## src/rtl/cfgbank_pkg.sv

```systemverilog
package cfgbank_pkg;
    // Address of the sticky status register (write 1 to clear)
    localparam int STAT_OFS = 8;
    // Address of the interrupt mask register
    localparam int MASK_OFS = 9;

    typedef enum logic [1:0] {
        ST_IDLE  = 2'd0,
        ST_FILL  = 2'd1,
        ST_APPLY = 2'd2
    } burst_st_e;
endpackage

```

## src/rtl/cfgbank_div_stage.sv

```systemverilog
module cfgbank_div_stage
    import cfgbank_pkg::*;
#(
    parameter int INT_W  = 9,
    parameter int FRAC_W = 21,
    parameter int ADDR_W = 8
) (
    input  logic              clk,
    input  logic              rst_n,
    input  logic              wr_ok,
    input  logic [ADDR_W-1:0] addr,
    input  logic [7:0]        wdata,
    output logic [INT_W-1:0]  live_int,
    output logic [FRAC_W-1:0] live_frac,
    output logic              hit,
    output logic [7:0]        rd_byte
);
    localparam int DIV_W  = INT_W + FRAC_W;
    localparam int NBYTES = (DIV_W + 7) / 8;
    localparam int LAST   = NBYTES - 1;
    localparam int IDX_W  = (NBYTES > 1) ? $clog2(NBYTES) : 1;
    localparam int PAD_W  = NBYTES * 8;

    logic [DIV_W-1:0] shad;
    logic [DIV_W-1:0] live_q;
    logic [PAD_W-1:0] live_pad;
    logic [7:0]       rd_arr [NBYTES];
    burst_st_e        st_q, st_d;
    logic             wr_div, wr_last;

    assign hit     = addr < ADDR_W'(NBYTES);
    assign wr_div  = wr_ok && hit;
    assign wr_last = wr_div && (addr == ADDR_W'(LAST));
    assign live_pad = PAD_W'(live_q);

    // One shadow slice per host byte; the top slice may be narrower than 8 bits
    for (genvar b = 0; b < NBYTES; b++) begin : g_byte
        localparam int LO = b * 8;
        localparam int HI = (LO + 8 > DIV_W) ? DIV_W : LO + 8;
        localparam int BW = HI - LO;
        logic [BW-1:0] byte_q;

        always_ff @(posedge clk or negedge rst_n) begin
            if (!rst_n)
                byte_q <= '0;
            else if (wr_div && (addr == ADDR_W'(b)))
                byte_q <= wdata[BW-1:0];
        end

        assign shad[LO +: BW] = byte_q;
        assign rd_arr[b]      = live_pad[LO +: 8];
    end

    // State register
    always_ff @(posedge clk or negedge rst_n) begin
        if (!rst_n)
            st_q <= ST_IDLE;
        else
            st_q <= st_d;
    end

    // Transitions
    always_comb begin
        st_d = st_q;
        unique case (st_q)
            ST_IDLE, ST_FILL: begin
                if (wr_last)
                    st_d = ST_APPLY;
                else if (wr_div)
                    st_d = ST_FILL;
            end
            ST_APPLY: begin
                if (wr_last)
                    st_d = ST_APPLY;
                else if (wr_div)
                    st_d = ST_FILL;
                else
                    st_d = ST_IDLE;
            end
            default: st_d = ST_IDLE;
        endcase
    end

    // Output register: the whole word moves in one edge
    always_ff @(posedge clk or negedge rst_n) begin
        if (!rst_n)
            live_q <= '0;
        else if (st_q == ST_APPLY)
            live_q <= shad;
    end

    assign live_frac = live_q[FRAC_W-1:0];
    assign live_int  = live_q[DIV_W-1:FRAC_W];
    assign rd_byte   = hit ? rd_arr[addr[IDX_W-1:0]] : 8'h00;
endmodule

```

## src/rtl/cfgbank_irq.sv

```systemverilog
module cfgbank_irq #(
    parameter int NEV = 8
) (
    input  logic           clk,
    input  logic           rst_n,
    input  logic           clr_stb,
    input  logic           mask_wr,
    input  logic [NEV-1:0] wbits,
    input  logic [NEV-1:0] evt,
    output logic [NEV-1:0] sticky_q,
    output logic [NEV-1:0] mask_q,
    output logic           irq_n
);
    logic [NEV-1:0] clr_bits;

    assign clr_bits = clr_stb ? wbits : '0;

    // Set wins over a same-cycle clear
    always_ff @(posedge clk or negedge rst_n) begin
        if (!rst_n)
            sticky_q <= '0;
        else
            sticky_q <= (sticky_q & ~clr_bits) | evt;
    end

    always_ff @(posedge clk or negedge rst_n) begin
        if (!rst_n)
            mask_q <= '0;
        else if (mask_wr)
            mask_q <= wbits;
    end

    assign irq_n = ~|(sticky_q & mask_q);
endmodule

```

## src/rtl/cfgbank_top.sv

```systemverilog
module cfgbank_top
    import cfgbank_pkg::*;
#(
    parameter int INT_W  = 9,
    parameter int FRAC_W = 21,
    parameter int NEV    = 8,
    parameter int ADDR_W = 8
) (
    input  logic              clk,
    input  logic              rst_n,
    input  logic              host_we,
    input  logic [ADDR_W-1:0] host_addr,
    input  logic [7:0]        host_wdata,
    output logic [7:0]        host_rdata,
    input  logic              wprot,
    input  logic [NEV-1:0]    evt_in,
    output logic              irq_n,
    output logic [INT_W-1:0]  fb_int,
    output logic [FRAC_W-1:0] fb_frac
);
    logic           wr_ok;
    logic           div_hit;
    logic [7:0]     div_rd;
    logic           at_stat, at_mask;
    logic [NEV-1:0] sticky_q, mask_q;

    assign wr_ok   = host_we && !wprot;
    assign at_stat = host_addr == ADDR_W'(STAT_OFS);
    assign at_mask = host_addr == ADDR_W'(MASK_OFS);

    cfgbank_div_stage #(
        .INT_W (INT_W),
        .FRAC_W(FRAC_W),
        .ADDR_W(ADDR_W)
    ) u_div (
        .clk      (clk),
        .rst_n    (rst_n),
        .wr_ok    (wr_ok),
        .addr     (host_addr),
        .wdata    (host_wdata),
        .live_int (fb_int),
        .live_frac(fb_frac),
        .hit      (div_hit),
        .rd_byte  (div_rd)
    );

    // Status clears ignore write protect
    cfgbank_irq #(
        .NEV(NEV)
    ) u_irq (
        .clk     (clk),
        .rst_n   (rst_n),
        .clr_stb (host_we && at_stat),
        .mask_wr (wr_ok && at_mask),
        .wbits   (host_wdata[NEV-1:0]),
        .evt     (evt_in),
        .sticky_q(sticky_q),
        .mask_q  (mask_q),
        .irq_n   (irq_n)
    );

    always_comb begin
        host_rdata = 8'h00;
        if (div_hit)
            host_rdata = div_rd;
        else if (at_stat)
            host_rdata = 8'(sticky_q);
        else if (at_mask)
            host_rdata = 8'(mask_q);
    end
endmodule

```

## config.mk

```make
export PLATFORM = sky130hd
export DESIGN_NAME = cfgbank_top
export DESIGN_NICKNAME = d
export VERILOG_FILES = /design/src/rtl/cfgbank_pkg.sv /design/src/rtl/cfgbank_div_stage.sv /design/src/rtl/cfgbank_irq.sv /design/src/rtl/cfgbank_top.sv
export SDC_FILE = /design/constraint.sdc
export NUM_CORES = 1
export LEC_CHECK = 0
export ABC_AREA = 1
export BUFFER_PORTS_ARGS = -buffer_cell sky130_fd_sc_hd__buf_2
export CORE_ASPECT_RATIO = 1.75
export CORE_UTILIZATION = 56
export CTS_CLUSTER_SIZE = 24
export DETAILED_ROUTE_END_ITERATION = 16
export PLACE_DENSITY = 0.8
export SYNTH_ARGS = -nofsm -noshare
export SYNTH_HDL_FRONTEND = slang
export SYNTH_HIERARCHICAL = 1
export SYNTH_SLANG_ARGS = --single-unit
export TNS_END_PERCENT = 1
```

## constraint.sdc

```tcl
create_clock -name clk -period 1.6 [get_ports clk]
set_clock_uncertainty 0.2 [all_clocks]
set_input_delay 0.16 -clock clk [delete_from_list [all_inputs] [get_ports clk]]
set_output_delay 0.16 -clock clk [all_outputs]
set_load 0.005 [all_outputs]
```

== Word-level counts from Yosys, hierarchy flattened ==
Cells that the tools add are included.

* Flip-flop bits (word level): 78
* Word-level logic and storage cells: 49
* Input port bits: 28

* Reduce and logical (&&, ||, !) cells: 14
* Eq/ne operators: 8
* Bitwise gates (word level): 5
* Order comparisons: 2
* Muxes and demuxes: 12

{| class="wikitable"
|+ Operators with widths
! cell !! number
|-
| 8-bit two-way mux || 6
|-
| 8-bit AND || 2
|-
| 8-bit binary-select mux with 2-bit select || 1
|-
| 8-bit by 2-bit equality test with 1-bit output, second input constant || 2
|-
| 8-bit by 4-bit equality test with 1-bit output, second input constant || 2
|-
| 8-bit by 1-bit equality test with 1-bit output, second input constant || 1
|-
| 1-bit logical AND || 8
|-
| 8-bit zero test || 1
|-
| 8-bit by 3-bit less-than comparator with 1-bit output, second input constant || 1
|-
| 8-bit NOT || 1
|-
| 8-bit bitwise OR || 1
|-
| 8-bit OR reduction || 1
|-
| 2-bit two-way mux || 3
|-
| 2-bit case mux with 2 select lines || 1
|-
| 3-bit >= comparator, second input constant || 1
|-
| 3-bit by 1-bit != test with 1-bit output, second input constant || 1
|-
| 2-bit NOT with 3-bit output || 1
|-
| 2-bit by 1-bit equality test with 1-bit output, second input constant || 1
|-
| 2-bit equality test, second input constant || 1
|-
| 1-bit zero test || 2
|-
| 2-bit zero test || 1
|-
| 2-bit OR reduction || 1
|-
| 1-bit two-way mux || 1
|}

== Longest topological paths before layout ==
Gate-level depths: netlist of the first run.

* Depth after elaboration: 6
* Mapped depth: 9
* Gate-level depth less buffers: 8

== Cells and area by module ==
The synthesis of the first run kept the hierarchy.

{| class="wikitable"
|+ Modules (own cells, without submodules)
! module !! sequential area each (µm²) !! cells each !! times used !! area each (µm²)
|-
| cfgbank_div_stage || 1551.5 || 267 || 1 || 2710.1
|-
| cfgbank_irq || 400.4 || 77 || 1 || 678.2
|-
| cfgbank_top || 0.0 || 71 || 1 || 399.1
|}

== Least setup slack after synthesis of the first run ==
Ideal clock, no wire load.

* Path kind: input to output
* Start: input port host_addr[7]
* End: output port host_rdata[0]
* Data arrival time: 1100 ps
* Path slack: 140 ps
* Cell stages on the path: 7
* Data required time: 1240 ps
* Cell sequence: nor2_1 -> nand2_1 -> nor2_4 -> clkbuf_1 -> clkinv_2 -> nand2_1 -> nand2_1

{| class="wikitable"
|+ RTL lines
! element !! RTL line !! RTL
|-
| start: declaration || cfgbank_top.sv:12 || <nowiki>input logic [ADDR_W-1:0] host_addr,</nowiki>
|-
| 8-bit by 3-bit less-than comparator with 1-bit output || cfgbank_div_stage.sv:31 || <nowiki>assign hit = addr < ADDR_W'(NBYTES);</nowiki>
|-
| via div_hit || cfgbank_top.sv:22 || <nowiki>logic div_hit;</nowiki>
|-
| 8-bit two-way mux || cfgbank_top.sv:64 || <nowiki>if (div_hit)</nowiki>
|-
| end: declaration || cfgbank_top.sv:14 || <nowiki>output logic [7:0] host_rdata,</nowiki>
|}

The timed path passes the listed nets, and every way through them passes these cells.

== Worst setup path in the final report of the first run ==
* Start: register u_div.live_q[8]
* End: output port host_rdata[0]

* Cells in the longest elaborated chain, start to end: 4

{| class="wikitable"
|+ RTL lines
! element !! RTL line !! RTL
|-
| start: declaration || cfgbank_div_stage.sv:25 || <nowiki>logic [DIV_W-1:0] live_q;</nowiki>
|-
| start signal: assignment || cfgbank_div_stage.sv:87 || <nowiki>live_q <= '0;</nowiki>
|-
| start signal: assignment || cfgbank_div_stage.sv:89 || <nowiki>live_q <= shad;</nowiki>
|-
| 8-bit binary-select mux with 2-bit select || cfgbank_div_stage.sv:94 || <nowiki>assign rd_byte = hit ? rd_arr[addr[IDX_W-1:0]] : 8'h00;</nowiki>
|-
| 8-bit two-way mux (implied by the code) (2 in series) || cfgbank_div_stage.sv:94 ||
|-
| via div_rd[0] || cfgbank_top.sv:23 || <nowiki>logic [7:0] div_rd;</nowiki>
|-
| 8-bit two-way mux || cfgbank_top.sv:64 ||
|}

The timed path passes the listed nets, and every way through them passes these cells. The select of a mux whose other input is x is not followed.

==> qor.txt, run 1 <==
buffers added on ports -> 66
initial core utilization -> 57.9%
Non-Filler Instances -> 622
final setup fails -> 7
syn nets -> 443
Yosys top cell by area -> dfrtp_1
Slew Viols, Final -> 0
post-synthesis async set-or-reset flop share -> 100%
Vias -> 3489
Detail Route Antenna Nets -> 0
failing checks -> negative setup slack
period utilisation layout -> 107%
Post-route DRC -> 0
WP data required -> 1.24 ns
Root Driver -> clkbuf_16
synth cell count leaders -> 165 x nand2_1, 78 x dfrtp_1, 41 x nand3_1
post-place setup slack -> -0.0574 ns
Final Hold Viols -> 0
clock buffer depth -> 2
synth unique cells -> 25
Rel. slew slack -> 73.4%
first-pass GRT wire length -> 16.9 mm
design area -> 0.00499 mm^2
DRT Pass-1 Iters -> 5
reg-to-reg slack, setup -> 0.16 ns
core area -> 0.00654 mm^2
crit path max fanout -> 3
Final Worst Setup Slack -> -0.112 ns
Setup TNS -> -0.431 ns
Tmin final -> 1.71 ns
die span in y -> 111 um
Max VDD drop -> 0.758 mV
synth top area cells -> dfrtp_1 52%, nand2_1 16%, mux2_2 8.9%, nand3_1 5.4%, nand3_2 2.4%
dpl cells -> 565
largest family of logic cells by synthesized area -> simple AND/OR/NAND/NOR gates
most common cell in the netlist -> nand2_1
Die X -> 64.2 um
fraction of layout cells with a size suffix above 1 -> 34.1%
sequential area share after synthesis -> 51.5%
fin nets -> 563
FP Rows -> 39
H-tree levels -> 3
CTS tree -> done
pin count of the biggest net entering global routing -> 36
Post-DP HPWL -> 6.64 mm
antenna violations before repair -> 0
Synth top area share -> 51.5%
Routed WL -> 10.5 mm
initial DRC count -> 222
Synth Area in Compound Gates -> 2.78%
Clock Sinks -> 78
wire per inst -> 16.8 um
worst reg2reg path depth -> 4
Synth Area in Adders -> 0%
ANT cells -> 0
Pleak -> 2.83 nW
clk slew on worst S/H paths -> 0.06 ns
Post-synth EDFFs -> 0
mux share of post-synthesis cell area -> 8.92%
XOR/XNOR Fraction of Synth Area -> 0%
GPL Wtd Cong -> 0.825
CP Class -> reg -> out
Critical Path AT -> 1.35 ns
post-synthesis instance area -> 0.00379 mm^2
Hold WS -> 0.0916 ns
Cell Area, Placed -> 0.00429 mm^2
Max Cap Viol -> 0
layout overhead on the synthesized area -> 31.7%
Mean Syn Cell Area -> 9.13 um^2
CTS buffer count -> 9
total grt overflow -> 0
Most used DFF post-synth -> dfrtp_1
Total GRT Usage -> 31.4%
CP startpoint kind -> register
RSZ-0062 raised after global routing -> yes
Cell Pwr Density -> 895 mW/mm^2
warnings from Yosys -> 6
status -> finished with violations
Max Clk Rate -> 0.584 GHz
Worst Hold Class -> in -> async
Top Ports -> 67
post-synthesis register bit count -> 78
post-synthesis simple-gate area fraction -> 30.4%
Worst Setup End Kind -> output port
Vias/cell -> 5.61
Worst-Margin Slew -> 0.398 ns
die area -> 0.00711 mm^2
number of global-route vias before repair -> 3625
Cells after Synth -> 415
worst skew pair latency -> 0.33 ns
==> worst max-delay path, stage by stage (launching register included) <==
cell,delay [ns]
dfrtp_1,0.38
nand2_1,0.10
nand4_1,0.13
and2_1,0.17
nand2_1,0.08
nand2_1,0.05
buf_2,0.11
==> logic make-up (layout without fill, tap and decap cells) <==
logic type / Yosys count / in the layout
AND/OR/NAND/NOR: 247 / 247
buffers and inverters: 43 / 168
multiplexers: 30 / 30
AO/OA/AOI/OAI: 17 / 17
flip-flops: 78 / 78
==> report_power, final <==
part	leakage [nW]	internal, mW	switching, mW	total, mW
Sequential	1.01	2.01	0.0250	2.03
Clock	0.157	1.40	0.729	2.13
Combinational	1.67	0.118	0.182	0.301
==> final timing paths <==
kind / startpoint / endpoint
max: u_div/live_q[8] / host_rdata[0]
min: rst_n / u_div/g_byte[0].byte_q[4]
max reg2reg: u_div/st_q[0] / u_div/live_q[11]
min reg2reg: u_div/g_byte[3].byte_q[1] / u_div/g_byte[3].byte_q[1]
max in group asynchronous: rst_n / u_irq/sticky_q[1]
min in group clk: host_addr[1] / u_div/g_byte[1].byte_q[4]
==> routing by layer <==
layer	up-vias	global-route usage [%]	part of all wire, %
met5	-	0	0
li1	1569	-	-
met1	1676	35.8	36
met2	205	53.5	53
met3	39	5.04	6.5
met4	0	20.0	4.7
==> per-stage QoR <==
step / utilization (%) / power (mW)
after floorplan: - / 2.17
after global placement: 65.6 / 2.31
after detailed placement: 65.6 / 2.32
after CTS: 75.9 / 4.49
after global routing: 76.3 / 4.60
final: 76.3 / 4.47
==> what timing repair did <==
| action | in CTS | in global routing |
|---|---|---|
| cloned | 0 | 0 |
| pin swaps | 8 | 6 |
| hold buffers | 17 | 0 |
| endpoints found under the setup margin | 8 | 8 |
| gates resized for setup | 3 | 4 |
| hold endpoints to repair | 124 | 0 |
| buffers inserted | 22 | 2 |
==> final cells by class <==
type                       instances  area [um^2]
clock buffer                      12          246
clock inverter                     4         70.1
fill                             435         1550
inverter                          29          110
multi-input combinational        294         1620
sequential                        78         1950
tap                               82          103
timing repair buffer             123          891
==> state kept, by name, indices dropped and copies added, names as in the netlist <==
signal / cells
u_div/st_q: 2
u_div/g_byte.byte_q: 30
u_div/live_q: 30
u_irq/sticky_q: 8
u_irq/mask_q: 8
==> cells in the final DEF, fill, tap and decap left out, types with 7 or more instances in the layout <==
cell	synthesis	final
nand3_1	41	40
nand2_1	165	162
mux2_2	30	30
nand3_2	9	10
dfrtp_1	78	78
nor2_1	8	7
inv_1	22	22
dlygate4sd3_1	0	17
buf_12	1	7
a21o_1	8	8
o21ai_0	8	8
clkbuf_16	0	9
buf_2	4	65
buf_4	1	34
Power figures use the tool's default switching activity.
==> run 2: changes to the inputs <==
--- a/config.mk
+++ b/config.mk
@@ -8,10 +8,10 @@
 export ABC_AREA = 1
 export BUFFER_PORTS_ARGS = -buffer_cell sky130_fd_sc_hd__buf_2
 export CORE_ASPECT_RATIO = 1.75
-export CORE_UTILIZATION = 56
+export CORE_UTILIZATION = 50
 export CTS_CLUSTER_SIZE = 24
 export DETAILED_ROUTE_END_ITERATION = 16
-export PLACE_DENSITY = 0.8
+export PLACE_DENSITY = 0.75
 export SYNTH_ARGS = -nofsm -noshare
 export SYNTH_HDL_FRONTEND = slang
 export SYNTH_HIERARCHICAL = 1
==> constraint.sdc (replaced) <==
create_clock -name clk -period 1.45 [get_ports clk]
set_clock_uncertainty 0.2 [all_clocks]
set_input_delay 0.145 -clock clk [delete_from_list [all_inputs] [get_ports clk]]
set_output_delay 0.145 -clock clk [all_outputs]
set_load 0.005 [all_outputs]
==> run 2 against run 1 <==
Net effect: the flow still finishes with violations (negative setup slack); cell count grew 0.32%; clock power rose by 2%; critical endpoint is now host_rdata[3]; combinational power increased by 19%; largest power group is now sequential cells.
==> qor.txt, run 2 (synthesized netlist as in run 1, its figures left out) <==
Max Clk Rate -> 0.607 GHz
initial core utilization -> 52.0% (was 57.9%)
first-pass GRT wire length -> 16.3 mm (was 16.9 mm)
total grt overflow -> 0 (unchanged)
pin count of the biggest net entering global routing -> 31 (was 36)
Vias -> 3377 (was 3489)
Die X -> 67.8 um (was 64.2 um)
Setup TNS -> -1.47 ns (was -0.431 ns)
Tmin final -> 1.65 ns
FP Rows -> 41 (was 39)
status -> finished with violations (unchanged)
Critical Path AT -> 1.30 ns (was 1.35 ns)
CTS tree -> done (unchanged)
Root Driver -> clkbuf_16 (unchanged)
Slew Viols, Final -> 0 (unchanged)
WP data required -> 1.11 ns (was 1.24 ns)
Final Worst Setup Slack -> -0.198 ns (was -0.112 ns)
final core occ -> 68.5% (was 76.3%)
Worst path max stage delay -> 0.42 ns (was 0.38 ns)
Vias/cell -> 5.41 (was 5.61)
GPL Wtd Cong -> 0.971 (was 0.825)
Hold WS -> 0.0765 ns (was 0.0916 ns)
failing checks -> negative setup slack (unchanged)
die area -> 0.00794 mm^2 (was 0.00711 mm^2)
Top Ports -> 67 (unchanged)
die span in y -> 117 um (was 111 um)
Worst-Margin Slew -> 0.383 ns (was 0.398 ns)
Max VDD drop -> 1.06 mV (was 0.758 mV)
antenna violations before repair -> 0 (unchanged)
crit-path cells -> nand2_1, nand4_1, and2_1, nand2_1, nand2_1, buf_2 (unchanged)
Worst Setup End Kind -> output port (unchanged)
crit path max fanout -> 3 (unchanged)
DRT Pass-1 Iters -> 5 (unchanged)
initial DRC count -> 200 (was 222)
Final Hold Viols -> 0 (unchanged)
Worst Hold Class -> in -> async (unchanged)
Pleak -> 2.80 nW (was 2.83 nW)
CTS buffer count -> 9 (unchanged)
Routed WL -> 10.3 mm (was 10.5 mm)
clk slew on worst S/H paths -> 0.06 ns (about the same)
number of global-route vias before repair -> 3408 (was 3625)
clock buffer depth -> 2 (unchanged)
most common cell after layout, fill and taps aside -> nand2_1 (unchanged)
core area -> 0.00728 mm^2 (was 0.00654 mm^2)
Post-DP HPWL -> 7.25 mm (was 6.64 mm)
worst skew pair latency -> 0.34 ns (was 0.33 ns)
layout overhead on the synthesized area -> 31.8% (was 31.7%)
period utilisation layout -> 114%
Post-route DRC -> 0 (unchanged)
fraction of layout cells with a size suffix above 1 -> 32.7% (was 34.1%)
Max Cap Viol -> 0 (unchanged)
H-tree levels -> 3 (unchanged)
Clock Sinks -> 78 (unchanged)
CP Class -> reg -> out (unchanged)
Cell Pwr Density -> 955 mW/mm^2 (was 895 mW/mm^2)
largest registers -> u_div/g_byte.byte_q: 30 flops, u_div/live_q: 30 flops (unchanged)
wire per inst -> 16.5 um (was 16.8 um)
Rel. slew slack -> 74.5% (was 73.4%)
CP max stage cell -> dfrtp_1 (unchanged)
fin nets -> 562 (was 563)
most frequent CP cell -> nand2_1 (unchanged)
CP startpoint kind -> register (unchanged)
Total GRT Usage -> 28.9% (was 31.4%)
final setup fails -> 10 (was 7)
ANT cells -> 0 (unchanged)
Pwr Total -> 4.77 mW (was 4.47 mW)
Detail Route Antenna Nets -> 0 (unchanged)
buffers added on ports -> 66 (unchanged)
most frequent cells in the layout -> 164 x nand2_1, 78 x dfrtp_1, 64 x buf_2 (was 162 x nand2_1, 78 x dfrtp_1, 65 x buf_2)
RSZ-0062 raised after global routing -> yes (unchanged)
[run 2: changes by cell type in the layout (fill, tap and decap cells not counted), sizes merged]
cell	delta
buf	-1
bufinv	-1
clkbuf	-1
clkinv	+1
[run 2: worst max-delay path, delay by kind of cell (launching register included)]
kind	cells	cell delay [ns]
simple gates	5	0.43
flops	1	0.42
buf+inv	1	0.12
[run 2: metrics by stage]
stage / cell area [um^2] / setup slack, ns / cells
after detailed placement: 4470 / -0.0578 / 584
final: 4990 / -0.198 / 624
after floorplan: 3790 / 0.0203 / 415
after CTS: 4960 / -0.195 / 621
after global routing: 4990 / -0.281 / 624
after global placement: 4470 / -0.0149 / 584
[run 2: cell type report]
| type | instances | area [um^2] |
|---|---|---|
| flip-flops and latches | 78 | 1950 |
| clock buffers | 11 | 233 |
| multi-input cells | 294 | 1600 |
| inverters | 29 | 110 |
| clock inverters | 4 | 48.8 |
| well taps | 86 | 108 |
| fillers | 568 | 2290 |
| repair buffers | 122 | 943 |
[run 2: repair_timing]
item,4_1_cts,5_1_grt
setup endpoints to repair,9,9
endpoints found under the hold margin,124,0
buffers inserted,5,3
pin swaps,11,4
hold buffers,17,0
gates resized for setup,0,3
[run 2: worst paths after layout]
check                                               start                         to  slack [ns]  cells past startpoint
worst max-delay path                     u_div/live_q[27]              host_rdata[3]       -0.20                      6
worst min-delay path                                rst_n           u_div/live_q[25]        0.08                      2
worst max register to register              u_div/st_q[1]           u_div/live_q[15]        0.05                      3
worst min register to register  u_div/g_byte[0].byte_q[5]  u_div/g_byte[0].byte_q[5]        0.27                      2
max in group asynchronous                           rst_n  u_div/g_byte[1].byte_q[0]        0.48                      3
min in group clk                                    wprot  u_div/g_byte[3].byte_q[4]        0.08                      6
[run 2: routing by layer]
layer | vias to the layer above | wire, um | track usage (%)
li1 | 1569 | - | -
met1 | 1631 | 3970 | 33.5
met3 | 33 | 491 | 6.40
met2 | 144 | 5400 | 47.9
met4 | 0 | 428 | 17.1
met5 | - | 0 | 0
[run 2: power breakdown]
part           leakage [nW]  internal (mW)  switching, mW
Clock                 0.139           1.32          0.846
Sequential             1.01           2.22         0.0252
Combinational          1.66          0.153          0.206
Total                  2.80           3.69           1.08
